## config.mk

```make
export PLATFORM = sky130hd
export DESIGN_NAME = serial_rx_core
export DESIGN_NICKNAME = d
export VERILOG_FILES = /design/src/rtl/serial_rx_pkg.sv /design/src/rtl/serial_rx_sync.sv /design/src/rtl/serial_rx_tick.sv /design/src/rtl/serial_rx_frame.sv /design/src/rtl/serial_rx_status.sv /design/src/rtl/serial_rx_core.sv
export SDC_FILE = /design/constraint.sdc
export NUM_CORES = 1
export LEC_CHECK = 0
export ABC_AREA = 1
export CAP_MARGIN = 20
export CORE_AREA = 2 2 80 82
export CTS_CLUSTER_DIAMETER = 40
export DETAILED_ROUTE_END_ITERATION = 6
export DIE_AREA = 0 0 82 84
export DONT_BUFFER_PORTS = 1
export PLACE_DENSITY = 0.85
export REMOVE_ABC_BUFFERS = 1
export SLEW_MARGIN = 5
export SYNTH_ARGS = -nofsm -noshare
export SYNTH_HDL_FRONTEND = slang
export SYNTH_SLANG_ARGS = --single-unit
```

## constraint.sdc

```tcl
create_clock -name clk -period 2.65 [get_ports clk]
set_clock_uncertainty 0.15 [all_clocks]
set_input_delay 0.1325 -clock clk [delete_from_list [all_inputs] [get_ports clk]]
set_output_delay 0.1325 -clock clk [all_outputs]
set_load 0.02 [all_outputs]
```

## src/rtl/serial_rx_pkg.sv

```systemverilog
package serial_rx_pkg;
    localparam int BYTE_W = 8;
    localparam int FLAG_W = 4;

    typedef enum logic [2:0] {
        ST_IDLE,
        ST_START,
        ST_DATA,
        ST_PAR,
        ST_STOP
    } rx_state_e;

    typedef struct packed {
        logic [BYTE_W-1:0] data;
        logic              perr;
        logic              ferr;
    } rx_frame_t;

    // Status bit positions (bit 0 first)
    localparam int FL_FULL = 0;
    localparam int FL_OVR  = 1;
    localparam int FL_PER  = 2;
    localparam int FL_FER  = 3;

    localparam logic ADDR_DATA = 1'b0;
    localparam logic ADDR_STAT = 1'b1;

    // Bit value that completes the requested parity over the data byte
    function automatic logic parity_of(input logic [BYTE_W-1:0] d, input logic odd);
        return (^d) ^ odd;
    endfunction
endpackage

```

## src/rtl/serial_rx_sync.sv

```systemverilog
module serial_rx_sync #(
    parameter int STAGES = 2
) (
    input  logic clk,
    input  logic rst,
    input  logic din,
    output logic dout
);
    logic [STAGES-1:0] chain;

    generate
        for (genvar i = 0; i < STAGES; i++) begin : g_stage
            always_ff @(posedge clk) begin
                if (rst) chain[i] <= 1'b1;
                else if (i == 0) chain[i] <= din;
                else chain[i] <= chain[(i == 0) ? 0 : i-1];
            end
        end
    endgenerate

    assign dout = chain[STAGES-1];
endmodule

```

## src/rtl/serial_rx_tick.sv

```systemverilog
module serial_rx_tick #(
    parameter int DIV_W = 16
) (
    input  logic             clk,
    input  logic             rst,
    input  logic [DIV_W-1:0] div,
    output logic             tick
);
    logic [DIV_W-1:0] cnt;
    logic [DIV_W-1:0] lim;

    assign lim = (div == '0) ? DIV_W'(1) : div;

    always_ff @(posedge clk) begin
        if (rst) begin
            cnt  <= '0;
            tick <= 1'b0;
        end else if (cnt >= lim - DIV_W'(1)) begin
            cnt  <= '0;
            tick <= 1'b1;
        end else begin
            cnt  <= cnt + DIV_W'(1);
            tick <= 1'b0;
        end
    end
endmodule

```

## src/rtl/serial_rx_frame.sv

```systemverilog
module serial_rx_frame
    import serial_rx_pkg::*;
#(
    parameter int OVS = 16
) (
    input  logic      clk,
    input  logic      rst,
    input  logic      tick,
    input  logic      line,
    input  logic      par_en,
    input  logic      par_odd,
    output logic      done,
    output rx_frame_t res
);
    localparam int CNT_W = $clog2(OVS);
    localparam int HALF  = OVS / 2;
    localparam int IDX_W = $clog2(BYTE_W);

    rx_state_e         state;
    logic [CNT_W-1:0]  cnt;
    logic [IDX_W-1:0]  idx;
    logic [BYTE_W-1:0] shreg;
    logic              perr_q;
    logic              ferr_q;
    logic              full_bit;
    logic              half_bit;

    assign full_bit = (cnt == CNT_W'(OVS - 1));
    assign half_bit = (cnt == CNT_W'(HALF - 1));

    always_ff @(posedge clk) begin
        if (rst) begin
            state  <= ST_IDLE;
            cnt    <= '0;
            idx    <= '0;
            shreg  <= '0;
            perr_q <= 1'b0;
            ferr_q <= 1'b0;
            done   <= 1'b0;
        end else begin
            done <= 1'b0;
            if (tick) begin
                case (state)
                    ST_IDLE: begin
                        cnt <= '0;
                        if (!line) state <= ST_START;
                    end
                    ST_START: begin
                        if (half_bit) begin
                            cnt    <= '0;
                            idx    <= '0;
                            perr_q <= 1'b0;
                            state  <= line ? ST_IDLE : ST_DATA;
                        end else begin
                            cnt <= cnt + CNT_W'(1);
                        end
                    end
                    ST_DATA: begin
                        if (full_bit) begin
                            cnt   <= '0;
                            shreg <= {line, shreg[BYTE_W-1:1]};
                            if (idx == IDX_W'(BYTE_W - 1))
                                state <= par_en ? ST_PAR : ST_STOP;
                            else
                                idx <= idx + IDX_W'(1);
                        end else begin
                            cnt <= cnt + CNT_W'(1);
                        end
                    end
                    ST_PAR: begin
                        if (full_bit) begin
                            cnt    <= '0;
                            perr_q <= (line != parity_of(shreg, par_odd));
                            state  <= ST_STOP;
                        end else begin
                            cnt <= cnt + CNT_W'(1);
                        end
                    end
                    ST_STOP: begin
                        if (full_bit) begin
                            cnt    <= '0;
                            ferr_q <= !line;
                            done   <= 1'b1;
                            state  <= ST_IDLE;
                        end else begin
                            cnt <= cnt + CNT_W'(1);
                        end
                    end
                    default: state <= ST_IDLE;
                endcase
            end
        end
    end

    assign res.data = shreg;
    assign res.perr = perr_q;
    assign res.ferr = ferr_q;
endmodule

```

## src/rtl/serial_rx_status.sv

```systemverilog
module serial_rx_status
    import serial_rx_pkg::*;
(
    input  logic              clk,
    input  logic              rst,
    input  logic              done,
    input  rx_frame_t         res,
    input  logic              rie,
    input  logic              addr,
    input  logic              rd,
    input  logic              wr,
    input  logic [FLAG_W-1:0] wdata,
    output logic [BYTE_W-1:0] rdata,
    output logic [FLAG_W-1:0] flags,
    output logic [BYTE_W-1:0] hold,
    output logic              irq_rx,
    output logic              irq_err
);
    logic [FLAG_W-1:0] armed;
    logic [FLAG_W-1:0] set_v;
    logic [FLAG_W-1:0] clr_v;
    logic              accept;
    logic              rd_stat;
    logic              wr_stat;

    assign accept  = done && !flags[FL_FULL];
    assign rd_stat = rd && (addr == ADDR_STAT);
    assign wr_stat = wr && (addr == ADDR_STAT);

    always_comb begin
        set_v          = '0;
        set_v[FL_OVR]  = done && flags[FL_FULL];
        set_v[FL_PER]  = accept && res.perr;
        set_v[FL_FER]  = accept && res.ferr;
        set_v[FL_FULL] = accept && !res.perr && !res.ferr;
    end

    generate
        for (genvar i = 0; i < FLAG_W; i++) begin : g_flag
            assign clr_v[i] = wr_stat && !wdata[i] && armed[i];
            always_ff @(posedge clk) begin
                if (rst) begin
                    flags[i] <= 1'b0;
                    armed[i] <= 1'b0;
                end else begin
                    if (set_v[i]) flags[i] <= 1'b1;
                    else if (clr_v[i]) flags[i] <= 1'b0;
                    armed[i] <= (clr_v[i] || (set_v[i] && !flags[i])) ? 1'b0
                              : (armed[i] || (rd_stat && flags[i]));
                end
            end
        end
    endgenerate

    always_ff @(posedge clk) begin
        if (rst) hold <= '0;
        else if (accept) hold <= res.data;
    end

    assign rdata   = (addr == ADDR_DATA) ? hold : {{(BYTE_W-FLAG_W){1'b0}}, flags};
    assign irq_rx  = rie && flags[FL_FULL];
    assign irq_err = rie && (flags[FL_OVR] || flags[FL_PER] || flags[FL_FER]);
endmodule

```

## src/rtl/serial_rx_core.sv

```systemverilog
module serial_rx_core
    import serial_rx_pkg::*;
#(
    parameter int DIV_W       = 16,
    parameter int SYNC_STAGES = 2,
    parameter int OVS         = 16
) (
    input  logic              clk,
    input  logic              rst,
    input  logic              rx_line,
    input  logic [DIV_W-1:0]  baud_div,
    input  logic              par_en,
    input  logic              par_odd,
    input  logic              rx_irq_en,
    input  logic              reg_addr,
    input  logic              reg_rd,
    input  logic              reg_wr,
    input  logic [FLAG_W-1:0] reg_wdata,
    output logic [BYTE_W-1:0] reg_rdata,
    output logic              irq_rx,
    output logic              irq_err
);
    logic              line_s;
    logic              tick;
    logic              frm_done;
    rx_frame_t         frm_res;
    logic [FLAG_W-1:0] flag_q;
    logic [BYTE_W-1:0] hold_q;

    serial_rx_sync #(.STAGES(SYNC_STAGES)) u_sync (
        .clk(clk), .rst(rst), .din(rx_line), .dout(line_s)
    );

    serial_rx_tick #(.DIV_W(DIV_W)) u_tick (
        .clk(clk), .rst(rst), .div(baud_div), .tick(tick)
    );

    serial_rx_frame #(.OVS(OVS)) u_frame (
        .clk(clk), .rst(rst), .tick(tick), .line(line_s),
        .par_en(par_en), .par_odd(par_odd),
        .done(frm_done), .res(frm_res)
    );

    serial_rx_status u_status (
        .clk(clk), .rst(rst), .done(frm_done), .res(frm_res), .rie(rx_irq_en),
        .addr(reg_addr), .rd(reg_rd), .wr(reg_wr), .wdata(reg_wdata),
        .rdata(reg_rdata), .flags(flag_q), .hold(hold_q),
        .irq_rx(irq_rx), .irq_err(irq_err)
    );
endmodule

```

# Word-level counts from Yosys, hierarchy flattened
# Index checks and enable logic that the tools add are counted.
dict set report classes {
  shift 0
  bitwise_logic 3
  div_mod_pow 0
  n_reduce_logical 70
  order_cmp 1
  muxes 31
  multipliers 0
  eq_ne 15
  add_sub_neg 4
}
# op n
set ops {}
lappend ops {{two-way mux 3 bit} 10}
lappend ops {{logical AND 1 bit} 26}
lappend ops {{adder 16 x 1 -> 16 bit (second input constant)} 1}
lappend ops {{greater-or-equal comparator 16 bit} 1}
lappend ops {{zero test 16 bit} 1}
lappend ops {{two-way mux 16 bit} 1}
lappend ops {{subtractor 16 x 1 -> 16 bit (second input constant)} 1}
lappend ops {{case mux 3 bit (5 select lines)} 1}
lappend ops {{two-way mux 1 bit} 12}
lappend ops {{case mux 4 bit (3 select lines)} 1}
lappend ops {{nonzero test 2 bit} 6}
lappend ops {{zero test 1 bit} 11}
lappend ops {{logical OR 1 bit} 10}
lappend ops {{inequality test 2 x 1 -> 1 bit (second input constant)} 5}
lappend ops {{OR reduction 2 bit} 5}
lappend ops {{two-way mux 4 bit} 2}
lappend ops {{two-way mux 8 bit} 1}
lappend ops {{parity 8 bit} 1}
lappend ops {{AND reduction 7 bit} 1}
lappend ops {{== test 3 x 2 -> 1 bit (second input constant)} 2}
lappend ops {{== test 3 bit (second input constant)} 2}
lappend ops {{case mux 3 bit (2 select lines)} 1}
lappend ops {{AND reduction 3 bit} 2}
lappend ops {{OR reduction 3 bit} 2}
lappend ops {{other kinds (16)} 18}
dict set report word_totals {
  mem_count 0
  mem_bits_ro 0
  output_inout_bits 10
  input_bits 29
  register_bits 56
  mem_bits_rw 0
  latch_bits 0
}

# Logic depth before layout (Yosys ltp)
dict set report logic_depth {
  word_depth 7
  ltp_mapped 20
}

# Hierarchy
# A second synthesis with hierarchy kept.
dict set report hier_totals {
  hier_cells 513
  hier_area_um2 3631.0
}
# mod area_per_inst_um2 cells_each n_inst
set by_module_without_submodules {}
lappend by_module_without_submodules {serial_rx_tick 1570.3 218 1}
lappend by_module_without_submodules {serial_rx_frame 1211.2 177 1}
lappend by_module_without_submodules {serial_rx_status 790.8 111 1}
lappend by_module_without_submodules {serial_rx_sync 58.8 7 1}

# Least setup slack after synthesis
# OpenSTA, ideal clock, no wires.
dict set report synth_path {
  path_type {input -> register}
  startpoint {input port baud_div[5]}
  endpoint {register u_tick.cnt[2]}
  arrival_time_ns 2.569
  path_buffers 1
  cell_stages 20
  setup_time_ns 0.116
  path_slack_ns -0.185
  path_cell_list {nor2_1 > nand2_1 > nor2_1 > nand4_1 > nand2_1 > inv_1 > ha_1 > nand2_1 > nor2_2 > nand3_1 > nor3_2 > xor2_1 > inv_1 > ha_1 > nand2_1 > nor4_1 > nand2_1 > nand4_2 > buf_4 > nor2_1}
}
dict set report synth_via {
  elab_chain_cells 5
}
# item line
set synth_lines {}
lappend synth_lines {{start: declaration} serial_rx_core.sv:11} ;# input logic [DIV_W-1:0] baud_div,
lappend synth_lines {{zero test 16 bit} serial_rx_tick.sv:12} ;# assign lim = (div == '0) ? DIV_W'(1) : div;
lappend synth_lines {{two-way mux 16 bit (*)} serial_rx_tick.sv:12}
lappend synth_lines {{subtractor 16 x 1 -> 16 bit (*)} serial_rx_tick.sv:18} ;# end else if (cnt >= lim - DIV_W'(1)) begin
lappend synth_lines {{greater-or-equal comparator 16 bit (*)} serial_rx_tick.sv:18}
lappend synth_lines {{OR reduction 2 bit (no line) (*)} --}
lappend synth_lines {{end signal: assignment} serial_rx_tick.sv:22} ;# cnt <= cnt + DIV_W'(1);
lappend synth_lines {{end: declaration} serial_rx_tick.sv:9} ;# logic [DIV_W-1:0] cnt;
# Every way passes the cells marked *; elsewhere a longest branch is shown, timed or not.
# A chain may end at the register's enable or synchronous reset.

# Worst setup path in the final report
dict set report layout_path {
  startpoint {input port baud_div[5]}
  endpoint {register u_tick.cnt[10]}
}
# The elaborated chain is that of the path after synthesis.

==> flow_summary.toml <==
[run_status]
outcome = "complete, no violations"

[detailed_routing]
vias = 3023
postRouteAntennaNets = 0
drc = 0
detail_route.iter0.violations = 79
drt_wl_total_um = 6710
viasPerCell = 5.18
wire_per_inst_um = 11.5
drt_pass1_iterations = 4

[setup_path]
cp.arrival_ns = 2.45
cp-start-kind = "input pin"
setup.worst_path.end_class = "flip-flop"
worstReg2RegStart = "u_tick.cnt[5]"
path_class = "input pin to flip-flop"
r2r_end = "u_tick.cnt[10]"
worst_r2r_path_depth = 8
cp_max_fo = 16
cp.required_ns = 2.70
r2r_slack_ns = 0.75

[clocking]
h-tree-depth = 2
clock_path_buffers = 2
cts_tree = "built"
clkSinkCount = 56
cts_buffers = 5
root_buffer = "clkbuf_8"
clk_pin_slew_ns = 0.09
clk_latency_ns = 0.31

[logic_synthesis]
synth_area_leaders = "dfxtp_1, nand2_1, nor2_1"
ys_ff_latch = 56
synthFlopType = "dfxtp_1"
yosys.area.top_type = "dfxtp_1"
netlist_instances = 483
yosysWarnings = 0
ys_types = 37
netlist_area_mm2 = 0.00336
ys_seq_area_share_pct = 33.4
yosysTopAreaCellShare_pct = 33.4
synth_enable_flop_cells = 0
async_flop_share_pct = 0
synth_common_cells = "nand2_1, nor2_1, dfxtp_1"
postSynthAreaPerCell_um2 = 6.95
yosysMostFrequentCell = "nand2_1"

[finish]
post-route-util_pct = 61.7
area_growth_pct = 12.0
regArea_mm2 = 0.00112
antenna_cells = 0
nNetsFinal = 556
multiInputGateArea_mm2 = 0.00198
drive_above_1_share_pct = 10.7
final_cells = 584
fillCellCount = 530

[hold_path]
hold_depth = 4
hp-start = "par_en"
hold_class = "input pin to flip-flop"
holdPathEnd = "u_frame.state[1]"

[die]
rows = 29
die_area_mm2 = 0.00689
io_pins = 39
die_height_um = 84
die_w_um = 82
core_area_mm2 = 0.00610
start_util_pct = 55.1

[timing]
max-slew-margin-rel_pct = 57.0
finalCritPeriodShare_pct = 90.4
setup_slack_ns = 0.253
grt_setup_unrepaired = "false"
finalHoldViolations = 0
max_freq_mhz = 417
finalSetupViolCount = 0
tightestPinTransition_ns = 0.643
final.min_clock_period_ns = 2.40
timing.setup.tns_ns = 0
slew_viol_final = 0

[power_and_ir_drop]
switching_share_pct = 22.2
switching_power_uw = 338
irDropWorstVdd_uv = 375
p_int_uw = 1190
clkPwrFrac_pct = 35.6
p_per_area_mw_per_mm2 = 405
power_uw = 1520
p_comb_share_pct = 8.6
p_leak_uw = 0.00158
power_frac_seq_pct = 55.9

[job]
maxCapViolCount = 0

[placement]
gp_congestion = 0.822
dp_hpwl_um = 5130
dp.cells = 566
dp_slack_ns = -0.184
portBuffers = 0

[global_routing]
grt_pass1_wl_um = 11300
grt_antenna_before_repair = 0
grt_start_max_net_pins = 21
grt_overflow = 0
first_global_vias = 2821
grtUsageTotal_pct = 20.2
==> area by class of cell <==
class	instances	area share, %
Timing Repair Buffer	24	5.79
Multi-Input combinational cell	356	52.7
Clock inverter	2	0.932
Sequential cell	56	29.8
Tap cell	77	2.56
Clock buffer	6	1.93
Inverter	63	6.29
==> critical path: stages <==
cell,delay (ns)
nor2_1,0.12
nand2_1,0.09
nor2_1,0.10
nand4_1,0.11
nand2_1,0.10
inv_1,0.06
ha_1,0.18
buf_4,0.14
nand3_1,0.08
xor2_1,0.07
ha_1,0.27
nand2_1,0.08
nor4_1,0.35
buf_4,0.18
nand2_1,0.07
nand4_2,0.12
buf_12,0.15
nor2_1,0.05
==> cells in the final DEF, fill, tap and decap left out, types with 2 or more instances in the layout <==
cell type / count
o21ai_1: 8
nand3_1: 19
inv_1: 55
dfxtp_1: 56
inv_2: 8
nor2_4: 4
nor3_1: 9
nor2_2: 5
xnor2_1: 13
xor2_1: 15
nor2_1: 79
ha_1: 21
o21ai_0: 20
nand4_1: 5
a21oi_1: 38
o22ai_1: 3
nand2_2: 4
a31oi_1: 2
clkbuf_8: 5
a21oi_2: 4
or2_2: 2
dlygate4sd3_1: 10
o21bai_1: 4
buf_4: 13
nand2_1: 88
==> timing repair <==
item,CTS,global route
hold buffers,10,0
endpoints found under the hold margin,23,0
resized for setup,0,5
endpoints found under the setup margin,0,17
setup buffers,0,0
==> stage by stage <==
step	instance area (um^2)	hold slack (ns)
after floorplan	3320	0.0516
after global placement	3530	0.0539
after detailed placement	3530	0.0564
after CTS	3740	0.0128
after global routing	3760	0.0331
final	3760	0.0120
==> registers in the layout, summed over array words and instances, names as in the netlist <==
register / flops
u_sync.chain: 1
u_status.flags: 4
u_sync.dout: 1
u_frame.perr_q: 1
u_frame.done: 1
u_tick.cnt: 16
u_frame.shreg: 8
u_frame.state: 3
u_status.hold: 8
u_frame.ferr_q: 1
u_frame.idx: 3
u_tick.tick: 1
u_frame.cnt: 4
u_status.armed: 4
==> cells by family after synthesis <==
group | after synthesis | synth area share [%]
flip-flops | 56 | 33.4
adder cells (fa/ha/maj) | 21 | 7.82
AND/OR/NAND/NOR | 221 | 28.7
AO/OA/AOI/OAI | 86 | 14.5
XOR/XNOR | 28 | 7.30
buffers and inverters | 71 | 8.27
==> worst max path at each step <==
stage | startpoint | end | slack [ns]
final | baud_div[5] | u_tick.cnt[10] | 0.25
after CTS | baud_div[5] | u_tick.cnt[5] | 0.14
after detailed placement | baud_div[5] | u_tick.cnt[5] | -0.18
after floorplan | baud_div[5] | u_tick.cnt[0] | -0.13
after global placement | baud_div[5] | u_tick.cnt[10] | -0.06
after global routing | baud_div[5] | u_tick.cnt[14] | 0.01
==> routing by layer <==
| layer | up-vias | global-route usage, % | part of all wire [%] |
|---|---|---|---|
| li1 | 1608 | - | - |
| met1 | 1345 | 22.5 | 45 |
| met2 | 64 | 37.8 | 50 |
| met3 | 6 | 3.79 | 4.0 |
| met4 | 0 | 5.61 | 1.1 |
| met5 | - | 0 | 0 |
==> power groups by stage <==
stage / sequential [uW] / combinational, uW / clock, uW
floorplan: 870 / 80.5 / 0
global placement: 871 / 106 / 0
detailed placement: 872 / 110 / 0
CTS: 852 / 127 / 553
global route: 853 / 148 / 589
finish: 852 / 130 / 543
Power figures use the tool's default switching activity.
